--- src/rtl/lcd_regbus_pkg.sv ---
package lcd_regbus_pkg;

  localparam int BusW  = 18;
  localparam int ValW  = 16;
  localparam int StepW = 4;

  typedef enum logic {
    OP_WRITE = 1'b0,
    OP_READ  = 1'b1
  } opKind_e;

  typedef enum logic [2:0] {
    WAIT_ONE,
    WAIT_CMD_SETUP,
    WAIT_CMD_HOLD,
    WAIT_DATA_SETUP,
    WAIT_DATA_HOLD
  } waitSel_e;

  typedef enum logic [1:0] {
    SRC_ZERO,
    SRC_INDEX,
    SRC_VALUE
  } busSrc_e;

  // One entry of the bus sequence: line levels, bus source and window length
  typedef struct packed {
    logic     csN;
    logic     rs;
    logic     wrN;
    logic     enN;
    logic     drive;
    busSrc_e  src;
    logic     sample;
    waitSel_e waitSel;
    logic     last;
  } stepCfg_t;

  // Strobes from the sequencer to the datapath
  typedef struct packed {
    logic    load;
    logic    drive;
    busSrc_e src;
    logic    capture;
  } busCtl_t;

  function automatic logic [BusW-1:0] packWord(input logic [ValW-1:0] q);
    return {q[15:8], 1'b0, q[7:0], 1'b0};
  endfunction

  function automatic logic [ValW-1:0] unpackWord(input logic [BusW-1:0] w);
    return {w[17:10], w[8:1]};
  endfunction

  function automatic stepCfg_t mk(input logic csN, input logic rs, input logic wrN,
                                  input logic enN, input logic drive, input busSrc_e src,
                                  input logic sample, input waitSel_e ws, input logic last);
    stepCfg_t s;
    s.csN = csN; s.rs = rs; s.wrN = wrN; s.enN = enN;
    s.drive = drive; s.src = src; s.sample = sample;
    s.waitSel = ws; s.last = last;
    return s;
  endfunction

  function automatic stepCfg_t idleStep();
    return mk(1'b1, 1'b1, 1'b1, 1'b1, 1'b0, SRC_ZERO, 1'b0, WAIT_ONE, 1'b0);
  endfunction

  function automatic stepCfg_t writeStep(input logic [StepW-1:0] idx);
    case (idx)
      4'd0:    return mk(1'b0, 1'b0, 1'b1, 1'b1, 1'b1, SRC_INDEX, 1'b0, WAIT_CMD_SETUP,  1'b0);
      4'd1:    return mk(1'b0, 1'b0, 1'b0, 1'b1, 1'b1, SRC_INDEX, 1'b0, WAIT_CMD_HOLD,   1'b0);
      4'd2:    return mk(1'b0, 1'b0, 1'b1, 1'b1, 1'b1, SRC_INDEX, 1'b0, WAIT_ONE,        1'b0);
      4'd3:    return mk(1'b0, 1'b1, 1'b1, 1'b1, 1'b1, SRC_VALUE, 1'b0, WAIT_DATA_SETUP, 1'b0);
      4'd4:    return mk(1'b0, 1'b1, 1'b0, 1'b1, 1'b1, SRC_VALUE, 1'b0, WAIT_DATA_HOLD,  1'b0);
      4'd5:    return mk(1'b0, 1'b1, 1'b1, 1'b1, 1'b1, SRC_VALUE, 1'b0, WAIT_ONE,        1'b1);
      default: return idleStep();
    endcase
  endfunction

  function automatic stepCfg_t readStep(input logic [StepW-1:0] idx);
    case (idx)
      4'd0:    return mk(1'b1, 1'b1, 1'b1, 1'b1, 1'b1, SRC_ZERO,  1'b0, WAIT_ONE,        1'b0);
      4'd1:    return mk(1'b1, 1'b0, 1'b1, 1'b1, 1'b1, SRC_ZERO,  1'b0, WAIT_ONE,        1'b0);
      4'd2:    return mk(1'b0, 1'b0, 1'b1, 1'b1, 1'b1, SRC_ZERO,  1'b0, WAIT_ONE,        1'b0);
      4'd3:    return mk(1'b0, 1'b0, 1'b0, 1'b1, 1'b1, SRC_ZERO,  1'b0, WAIT_ONE,        1'b0);
      4'd4:    return mk(1'b0, 1'b0, 1'b0, 1'b1, 1'b1, SRC_INDEX, 1'b0, WAIT_CMD_SETUP,  1'b0);
      4'd5:    return mk(1'b0, 1'b0, 1'b1, 1'b1, 1'b1, SRC_INDEX, 1'b0, WAIT_CMD_HOLD,   1'b0);
      4'd6:    return mk(1'b0, 1'b0, 1'b1, 1'b1, 1'b0, SRC_ZERO,  1'b0, WAIT_ONE,        1'b0);
      4'd7:    return mk(1'b0, 1'b0, 1'b1, 1'b0, 1'b0, SRC_ZERO,  1'b0, WAIT_ONE,        1'b0);
      4'd8:    return mk(1'b0, 1'b1, 1'b1, 1'b0, 1'b0, SRC_ZERO,  1'b0, WAIT_ONE,        1'b0);
      4'd9:    return mk(1'b0, 1'b1, 1'b1, 1'b1, 1'b0, SRC_ZERO,  1'b0, WAIT_DATA_SETUP, 1'b0);
      4'd10:   return mk(1'b0, 1'b1, 1'b1, 1'b0, 1'b0, SRC_ZERO,  1'b1, WAIT_DATA_HOLD,  1'b0);
      4'd11:   return mk(1'b0, 1'b1, 1'b1, 1'b1, 1'b0, SRC_ZERO,  1'b0, WAIT_ONE,        1'b0);
      4'd12:   return mk(1'b1, 1'b1, 1'b1, 1'b1, 1'b0, SRC_ZERO,  1'b0, WAIT_ONE,        1'b1);
      default: return idleStep();
    endcase
  endfunction

  function automatic stepCfg_t stepOf(input opKind_e op, input logic [StepW-1:0] idx);
    return (op == OP_READ) ? readStep(idx) : writeStep(idx);
  endfunction

endpackage

--- src/rtl/lcd_regbus_ctrl.sv ---
module lcd_regbus_ctrl
  import lcd_regbus_pkg::*;
#(
  parameter int CNT_W = 8
) (
  input  logic             clk,
  input  logic             rstN,
  input  logic             reqValid,
  input  logic             reqIsRead,
  input  logic [CNT_W-1:0] cmdSetup,
  input  logic [CNT_W-1:0] cmdHold,
  input  logic [CNT_W-1:0] dataSetup,
  input  logic [CNT_W-1:0] dataHold,
  output logic             reqAck,
  output logic             busy,
  output logic             done,
  output logic             lcdCsN,
  output logic             lcdRs,
  output logic             lcdWrN,
  output logic             lcdEnN,
  output busCtl_t          busCtl
);

  localparam logic [CNT_W-1:0] CntOne  = {{(CNT_W-1){1'b0}}, 1'b1};
  localparam logic [StepW-1:0] StepOne = {{(StepW-1){1'b0}}, 1'b1};

  logic             active;
  opKind_e          opQ;
  logic [StepW-1:0] stepIdx;
  logic [CNT_W-1:0] waitCnt;
  logic [CNT_W-1:0] cmdSetupQ, cmdHoldQ, dataSetupQ, dataHoldQ;
  logic             doneQ;

  stepCfg_t curCfg, nxtCfg, firstCfg;
  opKind_e  reqOp;
  logic     accept;
  logic     windowEnd;

  // Window length in cycles for a selector, with zero clamped to one
  function automatic logic [CNT_W-1:0] windowLen(input waitSel_e ws,
      input logic [CNT_W-1:0] cs, input logic [CNT_W-1:0] ch,
      input logic [CNT_W-1:0] ds, input logic [CNT_W-1:0] dh);
    logic [CNT_W-1:0] n;
    case (ws)
      WAIT_CMD_SETUP:  n = cs;
      WAIT_CMD_HOLD:   n = ch;
      WAIT_DATA_SETUP: n = ds;
      WAIT_DATA_HOLD:  n = dh;
      default:         n = CntOne;
    endcase
    return (n == '0) ? CntOne : n;
  endfunction

  always_comb begin
    reqOp     = reqIsRead ? OP_READ : OP_WRITE;
    accept    = reqValid && !active;
    curCfg    = active ? stepOf(opQ, stepIdx) : idleStep();
    nxtCfg    = stepOf(opQ, stepIdx + StepOne);
    firstCfg  = stepOf(reqOp, '0);
    windowEnd = active && (waitCnt == '0);
  end

  always_ff @(posedge clk) begin
    if (!rstN) begin
      active     <= 1'b0;
      opQ        <= OP_WRITE;
      stepIdx    <= '0;
      waitCnt    <= '0;
      cmdSetupQ  <= '0;
      cmdHoldQ   <= '0;
      dataSetupQ <= '0;
      dataHoldQ  <= '0;
      doneQ      <= 1'b0;
    end else begin
      doneQ <= 1'b0;
      if (accept) begin
        active     <= 1'b1;
        opQ        <= reqOp;
        stepIdx    <= '0;
        cmdSetupQ  <= cmdSetup;
        cmdHoldQ   <= cmdHold;
        dataSetupQ <= dataSetup;
        dataHoldQ  <= dataHold;
        waitCnt    <= windowLen(firstCfg.waitSel, cmdSetup, cmdHold, dataSetup, dataHold) - CntOne;
      end else if (windowEnd) begin
        if (curCfg.last) begin
          active  <= 1'b0;
          stepIdx <= '0;
          doneQ   <= 1'b1;
        end else begin
          stepIdx <= stepIdx + StepOne;
          waitCnt <= windowLen(nxtCfg.waitSel, cmdSetupQ, cmdHoldQ, dataSetupQ, dataHoldQ) - CntOne;
        end
      end else if (active) begin
        waitCnt <= waitCnt - CntOne;
      end
    end
  end

  always_comb begin
    reqAck         = accept;
    busy           = active;
    done           = doneQ;
    lcdCsN         = curCfg.csN;
    lcdRs          = curCfg.rs;
    lcdWrN         = curCfg.wrN;
    lcdEnN         = curCfg.enN;
    busCtl.load    = accept;
    busCtl.drive   = curCfg.drive;
    busCtl.src     = curCfg.src;
    busCtl.capture = windowEnd && curCfg.sample;
  end

endmodule

--- src/rtl/lcd_regbus_datapath.sv ---
module lcd_regbus_datapath
  import lcd_regbus_pkg::*;
(
  input  logic            clk,
  input  logic            rstN,
  input  busCtl_t         busCtl,
  input  logic [ValW-1:0] reqIndex,
  input  logic [ValW-1:0] reqValue,
  input  logic [BusW-1:0] busIn,
  output logic [BusW-1:0] busOut,
  output logic            busOe,
  output logic [ValW-1:0] rdData
);

  logic [ValW-1:0] indexQ;
  logic [ValW-1:0] valueQ;

  always_ff @(posedge clk) begin
    if (!rstN) begin
      indexQ <= '0;
      valueQ <= '0;
      rdData <= '0;
    end else begin
      if (busCtl.load) begin
        indexQ <= reqIndex;
        valueQ <= reqValue;
      end
      if (busCtl.capture) begin
        rdData <= unpackWord(busIn);
      end
    end
  end

  always_comb begin
    busOe = busCtl.drive;
    if (!busCtl.drive) begin
      busOut = '0;
    end else begin
      case (busCtl.src)
        SRC_INDEX: busOut = packWord(indexQ);
        SRC_VALUE: busOut = packWord(valueQ);
        default:   busOut = '0;
      endcase
    end
  end

endmodule

--- src/rtl/lcd_regbus_engine.sv ---
module lcd_regbus_engine
  import lcd_regbus_pkg::*;
#(
  parameter int CNT_W = 8
) (
  input  logic             clk,
  input  logic             rstN,
  input  logic             reqValid,
  input  logic             reqIsRead,
  input  logic [15:0]      reqIndex,
  input  logic [15:0]      reqValue,
  input  logic [CNT_W-1:0] cmdSetup,
  input  logic [CNT_W-1:0] cmdHold,
  input  logic [CNT_W-1:0] dataSetup,
  input  logic [CNT_W-1:0] dataHold,
  output logic             reqAck,
  output logic             busy,
  output logic             done,
  output logic [15:0]      rdData,
  output logic             lcdCsN,
  output logic             lcdRs,
  output logic             lcdWrN,
  output logic             lcdEnN,
  output logic [17:0]      busOut,
  output logic             busOe,
  input  logic [17:0]      busIn
);

  busCtl_t busCtl;

  lcd_regbus_ctrl #(.CNT_W(CNT_W)) u_ctrl (
    .clk       (clk),
    .rstN      (rstN),
    .reqValid  (reqValid),
    .reqIsRead (reqIsRead),
    .cmdSetup  (cmdSetup),
    .cmdHold   (cmdHold),
    .dataSetup (dataSetup),
    .dataHold  (dataHold),
    .reqAck    (reqAck),
    .busy      (busy),
    .done      (done),
    .lcdCsN    (lcdCsN),
    .lcdRs     (lcdRs),
    .lcdWrN    (lcdWrN),
    .lcdEnN    (lcdEnN),
    .busCtl    (busCtl)
  );

  lcd_regbus_datapath u_dp (
    .clk      (clk),
    .rstN     (rstN),
    .busCtl   (busCtl),
    .reqIndex (reqIndex),
    .reqValue (reqValue),
    .busIn    (busIn),
    .busOut   (busOut),
    .busOe    (busOe),
    .rdData   (rdData)
  );

endmodule

--- config.mk ---
export PLATFORM = sky130hd
export DESIGN_NAME = lcd_regbus_engine
export DESIGN_NICKNAME = d
export VERILOG_FILES = /design/src/rtl/lcd_regbus_pkg.sv /design/src/rtl/lcd_regbus_ctrl.sv /design/src/rtl/lcd_regbus_datapath.sv /design/src/rtl/lcd_regbus_engine.sv
export SDC_FILE = /design/constraint.sdc
export NUM_CORES = 1
export LEC_CHECK = 0
export BUFFER_PORTS_ARGS = -buffer_cell sky130_fd_sc_hd__buf_2
export CORE_UTILIZATION = 30
export CTS_BUF_LIST = sky130_fd_sc_hd__clkbuf_8 sky130_fd_sc_hd__clkbuf_16
export DETAILED_ROUTE_END_ITERATION = 12
export MAX_ROUTING_LAYER = met4
export PLACE_DENSITY = 0.56
export SLEW_MARGIN = 20
export SYNTH_ARGS = -nofsm -noshare
export SYNTH_HDL_FRONTEND = slang
export SYNTH_HIERARCHICAL = 1
export SYNTH_SLANG_ARGS = --single-unit
export TNS_END_PERCENT = 30
--- constraint.sdc ---
create_clock -name clk -period 3.39 [get_ports clk]
set_clock_uncertainty 0.15 [all_clocks]
set_input_delay 0.339 -clock clk [delete_from_list [all_inputs] [get_ports clk]]
set_output_delay 0.339 -clock clk [all_outputs]
set_load 0.05 [all_outputs]
==> reports/qor.yml <==
synth:
  synth_top_area_share_pct: 38.4
  syn_area_per_cell_um2: 8.80
  post_synth_inst_count: 611
  yosys.area.top_type: "dfxtp_1"
  synth_cell_types: 71
  syn_area_um2: 5380
  postSynth.asyncResetShare_pct: 0
  yosysWarnings: 6
  ys_seq_elements: 103
  synth-main-ff-cell: "dfxtp_1"
  synth_edf_count: 0
  seq_area_frac_synth_pct: 38.4
  yosys-top-cells-area: "dfxtp_1, mux2i_1, nand2_1"
routing:
  ant_nets: 0
  routed.top_layer: "met4"
  finalWirelength_um: 13700
  post-route-drc-count: 0
  drt_iter0_markers: 194
  avgRoutedWirePerCell_um: 14.0
  vias_per_cell: 4.74
  wl_met2_um: 6140
  dr_total_vias: 4631
  wl_met1_um: 6650
  route.met3.wl_um: 751
  dr.pass1.iters: 4
setup_path:
  end_kind: "flip-flop"
  rr_endpoint: "u_ctrl/waitCnt[2]$_SDFFE_PN0P_"
  crit_fanout: 7
  cp-start-kind: "flip-flop"
  r2r-start: "u_ctrl/stepIdx[0]$_SDFFE_PP0P_"
  required_ns: 3.49
  critPathKind: "flip-flop to flip-flop"
  reg2reg_depth: 15
  worstPathArrival_ns: 3.41
  ff2ff_setup_slack_ns: 0.08
global_route:
  antenna_found_initial: 0
  grt_pass1_vias: 4140
  grt-ovfl-total: 0
  grt_pass1_wl_um: 21100
  track_usage_pct: 15.1
  grt_max_degree: 49
final_layout:
  num_antenna_cells: 0
  fin_area_um2: 6970
  utilization_pct: 40.0
  fin_nets: 843
  nFillCells: 1790
  syn_to_final_growth_pct: 29.6
  drive_gt1_share_pct: 32.7
  regArea_um2: 2060
  multi_input_area_um2: 3120
outcome:
  status: "finished, final reports clean"
sta:
  fin_crit_sh_pct: 97.7
  fmaxAchievable_ghz: 0.302
  min_period_ns: 3.31
  relSlewSlack_pct: 41.2
  setup_violations: 0
  worst_pin_slew_ns: 0.860
  layout_setup_ws_ns: 0.0777
  grt_setup_unrepaired: "yes"
  finalMaxSlewViolations: 0
  setup_tns_ns: 0
  hold_violations: 0
pwr:
  power.density_nw_per_um2: 411
  p_leak_nw: 2.84
  peakVddDrop_uv: 250
  p_total_mw: 2.86
cts:
  clock-sinks: 103
  clk_pin_slew_worst_paths_ns: 0.07
  clk_latency_ns: 0.35
  cts_tree: "yes"
  htreeDepth: 3
  clockBufferDepth: 2
  cts_hold_buf: 0
  cts_buffers: 9
  root_buffer: "clkbuf_16"
die:
  initial_core_util_pct: 30.9
  die_w_um: 136
  core_um2: 17400
  die_h_um: 136
  fp-row-count: 48
  ios: 128
  die_area_um2: 18500
min_path:
  min-delay-start: "dataHold[5]"
  min_to: "u_ctrl/dataHoldQ[5]$_SDFFE_PN0P_"
  holdPathStages: 3
  hold_path.class: "primary input to flip-flop"
placement:
  place.gp.congestion: 0.803
  place_ws_ns: -0.00459
  post_dp_cell_area_um2: 6300
  dpl.hpwl_um: 9680
  portBuffers: 123
flow_run:
  cap_violations: 0
[worst max-delay path by stage]
stage / startpoint / to / slack (ns) / depth (start not counted)
after CTS: u_ctrl/stepIdx[0]$_SDFFE_PP0P_ / busOut[8] / -0.01 / 14
after global placement: u_ctrl/stepIdx[0]$_SDFFE_PP0P_ / u_ctrl/waitCnt[2]$_SDFFE_PN0P_ / 0.008 / 14
after detailed placement: u_ctrl/stepIdx[0]$_SDFFE_PP0P_ / u_ctrl/waitCnt[2]$_SDFFE_PN0P_ / -0.005 / 14
after floorplan: u_ctrl/stepIdx[0]$_SDFFE_PP0P_ / busOut[10] / 0.02 / 13
final: u_ctrl/stepIdx[0]$_SDFFE_PP0P_ / u_ctrl/waitCnt[2]$_SDFFE_PN0P_ / 0.08 / 15
after global routing: u_ctrl/stepIdx[0]$_SDFFE_PP0P_ / u_ctrl/waitCnt[2]$_SDFFE_PN0P_ / -0.07 / 15
[metrics by stage]
| step | hold WS, ns | cells |
|---|---|---|
| 3_5_place_dp | 0.311 | 957 |
| 6_report | 0.0815 | 978 |
| 5_1_grt | 0.0713 | 978 |
| 4_1_cts | 0.0700 | 974 |
| 3_3_place_gp | 0.305 | 957 |
| 2_1_floorplan | 0.289 | 612 |
[sequential cells by signal (all words and copies together) (netlist names), named ones only]
signal	cells
u_ctrl/cmdSetupQ	8
u_ctrl/opQ	1
u_ctrl/cmdHoldQ	8
u_ctrl/dataHoldQ	8
u_dp/rdData	16
u_dp/indexQ	16
u_ctrl/done	1
u_ctrl/busy	1
u_ctrl/dataSetupQ	8
u_dp/valueQ	16
u_ctrl/stepIdx	4
u_ctrl/waitCnt	8
[critical path: stages, from the launching register on]
cell	delay, ns
dfxtp_2	0.33
buf_6	0.12
buf_6	0.11
nand3_4	0.07
xor2_4	0.22
buf_12	0.16
mux2_4	0.35
a22oi_2	0.18
o22ai_2	0.12
or4b_4	0.55
o31ai_4	0.22
inv_2	0.08
ha_4	0.17
xor2_1	0.14
o21ai_1	0.06
and2_1	0.17
[routing by layer]
| metal | GRT usage, % | vias up |
|---|---|---|
| li1 | - | 2398 |
| met1 | 20.2 | 2090 |
| met2 | 22.5 | 131 |
| met3 | 3.50 | 12 |
| met4 | 3.89 | 0 |
| met5 | - | - |
[area by class of cell]
type | count | share of cell area, %
Sequential cell | 103 | 29.6
Clock inverter | 7 | 0.952
Inverter | 15 | 0.808
Timing Repair Buffer | 172 | 16.6
Clock buffer | 9 | 3.23
Tap cell | 225 | 4.04
Multi-Input combinational cell | 447 | 44.7
[synth_stat cells (all sizes together), types with 4 or more instances]
cell type  count
a22o           5
o21ai         16
nor4           4
mux2i         55
ha             9
buf           25
and2           7
nand2         91
inv           15
nor2b         49
dfxtp        103
mux2           4
nor2          43
nor3           8
a21o           4
xor2           4
a21boi        37
nand3         16
a21oi         19
a22oi         21
clkbuf        22
[cell families (layout without fill, tap and decap cells)]
kind of cell | count (synthesis) | count (layout) | share of synthesized area (%)
compound gates | 131 | 131 | 17.9
xor+xnor | 6 | 6 | 1.47
fa+ha+maj | 9 | 9 | 2.09
buf+inv | 62 | 203 | 7.03
flops | 103 | 103 | 38.4
mux | 59 | 59 | 11.1
other cells | 1 | 2 | 0.0697
simple gates | 240 | 240 | 21.9
[repair_timing]
item,4_1_cts,5_1_grt
pin swaps,4,8
buffers inserted,1,2
gates cloned,0,2
setup endpoints to repair,17,22
gates resized for setup,39,48
[where the power goes]
group / internal (mW) / total (mW) / switching (mW)
logic: 0.233 / 0.523 / 0.291
registers: 1.27 / 1.32 / 0.0460
clock network: 0.515 / 1.02 / 0.504
[cell usage in the layout, fill, tap and decap left out, types with 16 or more instances in the layout]
cell and count:
a22oi_1 17, buf_4 41, nand2_1 90, nor2_2 16, mux2i_1 52, nor2_1 26, nor2b_1 49, a21boi_0 36
buf_6 20, buf_2 107, a21oi_1 19, dfxtp_1 101
Power figures use the tool's default switching activity.
